File: config.mk
export PLATFORM = sky130hd
export DESIGN_NAME = opsum_top
export DESIGN_NICKNAME = d
export VERILOG_FILES = /design/src/rtl/opsum_pkg.sv /design/src/rtl/opsum_csa.sv /design/src/rtl/opsum_ctrl.sv /design/src/rtl/opsum_dp.sv /design/src/rtl/opsum_top.sv
export SDC_FILE = /design/constraint.sdc
export NUM_CORES = 1
export LEC_CHECK = 0
export BUFFER_PORTS_ARGS = -buffer_cell sky130_fd_sc_hd__buf_2
export CAP_MARGIN = 20
export CORE_MARGIN = 10
export CORE_UTILIZATION = 35
export CTS_CLUSTER_DIAMETER = 100
export CTS_CLUSTER_SIZE = 10
export DETAILED_ROUTE_END_ITERATION = 7
export GPL_TIMING_DRIVEN = 0
export PLACE_DENSITY = 0.53
export RECOVER_POWER = 25
export SYNTH_ARGS = -nofsm -noshare
export SYNTH_HDL_FRONTEND = slang
export SYNTH_SLANG_ARGS = --single-unit
File: constraint.sdc
create_clock -name clk -period 4.9 [get_ports clk]
set_input_delay 0.98 -clock clk [delete_from_list [all_inputs] [get_ports clk]]
set_output_delay 0.98 -clock clk [all_outputs]
set_load 0.02 [all_outputs]
File: src/rtl/opsum_pkg.sv
package opsum_pkg;
  localparam int OPS = 8;
  localparam int EXTRA = 3;

  typedef struct packed {
    logic bankLoad;
    logic outLoad;
  } strobe_t;
endpackage

File: src/rtl/opsum_csa.sv
module opsum_csa #(
  parameter int W = 8
) (
  input  logic [W-1:0] x,
  input  logic [W-1:0] y,
  input  logic [W-1:0] z,
  output logic [W-1:0] s,
  output logic [W-1:0] c
);
  for (genvar i = 0; i < W; i++) begin : g_col
    assign s[i] = x[i] ^ y[i] ^ z[i];
    assign c[i] = (x[i] & y[i]) | (y[i] & z[i]) | (z[i] & x[i]);
  end
endmodule

File: src/rtl/opsum_ctrl.sv
module opsum_ctrl
  import opsum_pkg::*;
(
  input  logic    clk,
  input  logic    rstN,
  input  logic    inValid,
  output strobe_t strb,
  output logic    outValid
);
  logic bankFull;

  always_ff @(posedge clk) begin
    if (!rstN) begin
      bankFull <= 1'b0;
      outValid <= 1'b0;
    end else begin
      bankFull <= inValid;
      outValid <= bankFull;
    end
  end

  always_comb begin
    strb.bankLoad = inValid;
    strb.outLoad  = bankFull;
  end
endmodule

File: src/rtl/opsum_dp.sv
module opsum_dp
  import opsum_pkg::*;
#(
  parameter int N = 16,
  parameter bit SHOW_PAIR = 1'b1,
  localparam int W = N + EXTRA
) (
  input  logic           clk,
  input  logic           rstN,
  input  strobe_t        strb,
  input  logic [OPS*N-1:0] opsFlat,
  output logic [W-1:0]   sumOut,
  output logic [W-1:0]   pairSum,
  output logic [W-1:0]   pairCarry
);
  logic [N-1:0] bank [OPS];
  logic [W-1:0] ext  [OPS];

  always_ff @(posedge clk) begin
    if (!rstN) begin
      for (int k = 0; k < OPS; k++) bank[k] <= '0;
    end else if (strb.bankLoad) begin
      for (int k = 0; k < OPS; k++) bank[k] <= opsFlat[k*N +: N];
    end
  end

  for (genvar k = 0; k < OPS; k++) begin : g_ext
    assign ext[k] = W'(bank[k]);
  end

  // layer 1: 8 -> 6
  logic [W-1:0] s1a, c1a, s1b, c1b, c1aSh, c1bSh;
  opsum_csa #(.W(W)) u_l1a (.x(ext[0]), .y(ext[1]), .z(ext[2]), .s(s1a), .c(c1a));
  opsum_csa #(.W(W)) u_l1b (.x(ext[3]), .y(ext[4]), .z(ext[5]), .s(s1b), .c(c1b));
  assign c1aSh = c1a << 1;
  assign c1bSh = c1b << 1;

  // layer 2: 6 -> 4
  logic [W-1:0] s2a, c2a, s2b, c2b, c2aSh, c2bSh;
  opsum_csa #(.W(W)) u_l2a (.x(s1a), .y(c1aSh), .z(s1b), .s(s2a), .c(c2a));
  opsum_csa #(.W(W)) u_l2b (.x(c1bSh), .y(ext[6]), .z(ext[7]), .s(s2b), .c(c2b));
  assign c2aSh = c2a << 1;
  assign c2bSh = c2b << 1;

  // layer 3: 4 -> 3, c2bSh passes through
  logic [W-1:0] s3, c3, c3Sh;
  opsum_csa #(.W(W)) u_l3 (.x(s2a), .y(c2aSh), .z(s2b), .s(s3), .c(c3));
  assign c3Sh = c3 << 1;

  // layer 4: 3 -> 2
  logic [W-1:0] s4, c4, finSum, finCarry, resolved;
  opsum_csa #(.W(W)) u_l4 (.x(s3), .y(c3Sh), .z(c2bSh), .s(s4), .c(c4));
  assign finSum   = s4;
  assign finCarry = c4 << 1;

  // single carry-propagate adder
  assign resolved = finSum + finCarry;

  always_ff @(posedge clk) begin
    if (!rstN)             sumOut <= '0;
    else if (strb.outLoad) sumOut <= resolved;
  end

  if (SHOW_PAIR) begin : g_pair
    always_ff @(posedge clk) begin
      if (!rstN) begin
        pairSum   <= '0;
        pairCarry <= '0;
      end else if (strb.outLoad) begin
        pairSum   <= finSum;
        pairCarry <= finCarry;
      end
    end
  end else begin : g_nopair
    assign pairSum   = '0;
    assign pairCarry = '0;
  end
endmodule

File: src/rtl/opsum_top.sv
module opsum_top
  import opsum_pkg::*;
#(
  parameter int N = 16,
  parameter bit SHOW_PAIR = 1'b1
) (
  input  logic               clk,
  input  logic               rstN,
  input  logic               inValid,
  input  logic [8*N-1:0]     opsFlat,
  output logic               outValid,
  output logic [N+2:0]       sumOut,
  output logic [N+2:0]       pairSum,
  output logic [N+2:0]       pairCarry
);
  strobe_t strb;

  opsum_ctrl u_ctrl (
    .clk(clk), .rstN(rstN), .inValid(inValid), .strb(strb), .outValid(outValid)
  );

  opsum_dp #(.N(N), .SHOW_PAIR(SHOW_PAIR)) u_dp (
    .clk(clk), .rstN(rstN), .strb(strb), .opsFlat(opsFlat),
    .sumOut(sumOut), .pairSum(pairSum), .pairCarry(pairCarry)
  );
endmodule

==> results by group <==
Synth
  – Main area contributors after synthesis: edfxtp_1 (39%), fa_1 (19%), dfxtp_1 (11%)
  – Post-synthesis mux area share: 0.922%
  – Syn_area_per_cell: 12.1 um^2
  – Top cell type's share of synthesized area: 38.8%
  – Largest area contributor in the netlist: edfxtp_1
  – Register area share after synthesis: roughly half
  – Largest family of logic cells by synthesized area: adder cells
  – Post-Synth XOR/XNOR Area: 0.973%
  – EDFF count, synth: 128
  – Async S/R FF share, synth: 0%
  – Top_reg_cell synth: edfxtp_1
  – Compound-cell area share of the yosys netlist: 6.53%
  – Synth top cells by count: inv_1 (145), edfxtp_1 (128), and3_1 (97), fa_1 (95), dfxtp_1 (53)
  – Ys Warns: 0
  – Synth Area in Simple Gates: 12.8%
  – Post-Synth Adder-Cell Area: between 20 and 25%
  – Gate Count Post-Synth: 820
  – Synthesized cell area: 9910 um^2
  – Synth cell types: 44
  – Post-synthesis register bit count: roughly 180
  – Top-count cell post-synth: inv_1

Setup path
  – Crit-path max cell delay: between 0.6 and 0.7 ns
  – Required time worst endpoint: 5.22 ns
  – Crit-path slowest cell: fa_1
  – WP data arrival: 4.87 ns
  – Worst-path cell chain: fa_1, inv_1, fa_1, fa_1, fa_1, inv_1, ha_1, a21oi_1, nand4b_1, a21oi_2, o31a_1, or3_1, a32o_1
  – Worst setup EP type: flip-flop
  – Reg2Reg Depth: 13
  – Worst Setup Start Kind: flip-flop
  – Worst r2r dst: u_dp.sumOut[11]
  – Largest fanout on the critical path: 4
  – Worst path most repeated cell: fa_1
  – CP startpoint: u_dp.bank[0][51]
  – Worst R2R Setup Slack: 0.35 ns
  – Crit path kind: flip-flop to flip-flop
  – Worst r2r src: u_dp.bank[0][51]

Timing
  – Setup TNS: 0 ns
  – Final hold violations: 0
  – Setup ws final: 0.350 ns
  – # setup viols final: 0
  – Fmax achieved: around 220 MHz
  – Pins over their slew limit: 0
  – Slew margin rel.: approximately three fifths
  – Final min period: 4.55 ns
  – Least-Margin Pin Slew: 0.617 ns
  – Unrepaired setup endpoints after global routing: false
  – Clock Skew: 0.0141 ns
  – Final period utilization: between 90% and 100%

Clock tree
  – CTS buffer count: 17
  – Worst-path clk slew: 0.07 ns
  – Cts hold-fix bufs: 0
  – Clock Tree Buf Depth: 2
  – Root buffer cell: clkbuf_16
  – Post_cts resized: 0
  – CTS Sinks: around 180
  – Clock latency on the worst-skew pair: 0.43 ns
  – Post-CTS Setup Inserts: 0
  – H-tree levels: 4
  – CTS tree: built

Routing
  – WL/cell: 18.6 um
  – Wl on met1: 12,300 um
  – Routed wire length: 26,400 um
  – Initial drt markers: around 430
  – Wire length on met3: 1340 um
  – DR vias/cell: 4.49
  – Via count: 6,356
  – Drt drc: 0
  – DR top layer: met4
  – Initial DRT Pass Iterations: 4
  – ANT nets after route: 0
  – Met2 Routed Length: about 12,000 um

Place
  – Gpl congestion: around 0.84
  – # port buffers: 183
  – Post-place setup slack: 0.322 ns
  – DP Wirelength: 22,000 um
  – Cell area after placement: about 11,000 um^2

GRT
  – GRT Util Overall: 15.1%
  – First-pass GRT wire length: 41,000 um
  – Vias in the first global route: 7,145
  – Largest net degree at the start of global routing: 54
  – Remaining global-route overflow: 0
  – Initial antenna violation count: 0

Floorplanning
  – Floorplan die height: 188 um
  – DIE WIDTH: 188 um
  – Core ar.: 27,900 um^2
  – I/O pin count: about 190
  – Initial Util: 35.6%
  – Floorplan row count: 61
  – Die Area: 35,400 um^2

Run status
  – Status: complete, no violations

Finish
  – Post-route design area: 11,900 um^2
  – Layout Nets: about 1,300
  – Layout cells sized above 1: 18.9%
  – Ant. Diodes: 0
  – Area Overhead vs Synth: 20.0%

Power
  – Clock power frac: 17.3%
  – Psw: 3.28 mW
  – Leakage power: between 5 and 6 nW
  – Sw Share: 43.0%
  – Pint: 4.35 mW
  – Pwr Density: 642 nW/um^2
  – VDD IR max: approximately 330 uV
  – Comb pwr share: 57.8%
  – Part of the power in registers: ~25%

Job
  – Max Cap Viol: 0

Min path
  – Worst Hold Class: flip-flop to flip-flop
  – Worst Hold End: u_dp.sumOut[10]
  – Worst hold start: u_dp.sumOut[10]
  – Worst Hold Depth: 2
state kept, by name (all words and copies together), names as in the netlist:
register         cells
u_ctrl.bankFull      1
u_ctrl.outValid      1
u_dp.bank          128
u_dp.pairCarry      16
u_dp.pairSum        16
u_dp.sumOut         19
critical path: cells and delay by family, from the launching register on:
family,cells,cell delay (ns)
buf+inv,2,0.13
simple gates,2,0.56
compound gates,4,0.85
flops,1,0.40
fa+ha+maj,5,2.50
cell families after synthesis:
logic type | Yosys count
AO/OA/AOI/OAI | 84
XOR/XNOR | 11
adder cells (fa/ha/maj) | 114
buffers and inverters | 193
flip-flops | 181
multiplexers | 9
other | 1
AND/OR/NAND/NOR | 227
power by group through the flow:
stage / Sequential, mW / Combinational, mW / Clock (mW)
6_report: 1.90 / 4.41 / 1.32
5_1_grt: 1.92 / 5.01 / 1.42
4_1_cts: 1.90 / 4.46 / 1.36
3_5_place_dp: 1.93 / 4.44 / 0
3_3_place_gp: 1.94 / 4.43 / 0
2_1_floorplan: 2.02 / 3.22 / 0
metal layers:
metal	global-route usage (%)	vias up
met1	20.1	3075
met5	0	-
met3	3.77	16
met4	3.05	0
li1	-	3110
met2	24.5	155
worst max path at each step:
stage,to,cells after the start
floorplan,u_dp.bank[0][0],2
finish,u_dp.sumOut[11],13
detailed placement,u_dp.sumOut[11],13
global route,u_dp.sumOut[11],13
CTS,u_dp.sumOut[11],13
global placement,u_dp.bank[1][32],2
cell type report:
| cell class | count | area (um^2) |
|---|---|---|
| fillers | 2755 | 16000 |
| flip-flops and latches | 181 | 4900 |
| multi-input cells | 449 | 4260 |
| repair buffers | 185 | 930 |
| inverters | 145 | 544 |
| well taps | 378 | 473 |
| clock buffers | 17 | 425 |
| plain buffers | 48 | 214 |
| clock inverters | 14 | 138 |
layout by cell type (no fill, tap or decap), drive strengths merged, types with 3 or more instances in the layout:
cell type	synthesis	routed
a21o	4	4
a21oi	15	15
and2	33	33
and3	97	97
buf	10	162
clkbuf	38	88
clkinv	0	3
clkinvlp	0	4
conb	1	4
dfxtp	53	53
edfxtp	128	128
fa	95	95
ha	19	19
inv	145	152
mux2i	8	8
nand2	48	48
nand2b	5	5
nand3	5	5
nand4	3	3
nor2	11	11
nor2b	12	12
nor3	5	5
o211a	32	32
o21a	3	3
o21ai	18	18
o31ai	3	3
or3	3	3
xnor2	7	7
xor2	4	4
stage by stage:
step	util (%)	std cells	hold WS, ns	total power [mW]
after floorplan	-	823	0.523	5.24
after global placement	40.6	1384	0.436	6.37
after detailed placement	40.8	1386	0.437	6.37
after global routing	42.7	1417	0.484	8.34
after CTS	42.8	1417	0.447	7.72
final	42.7	1417	0.444	7.63
No activity file was read; power rests on OpenSTA's default activity.
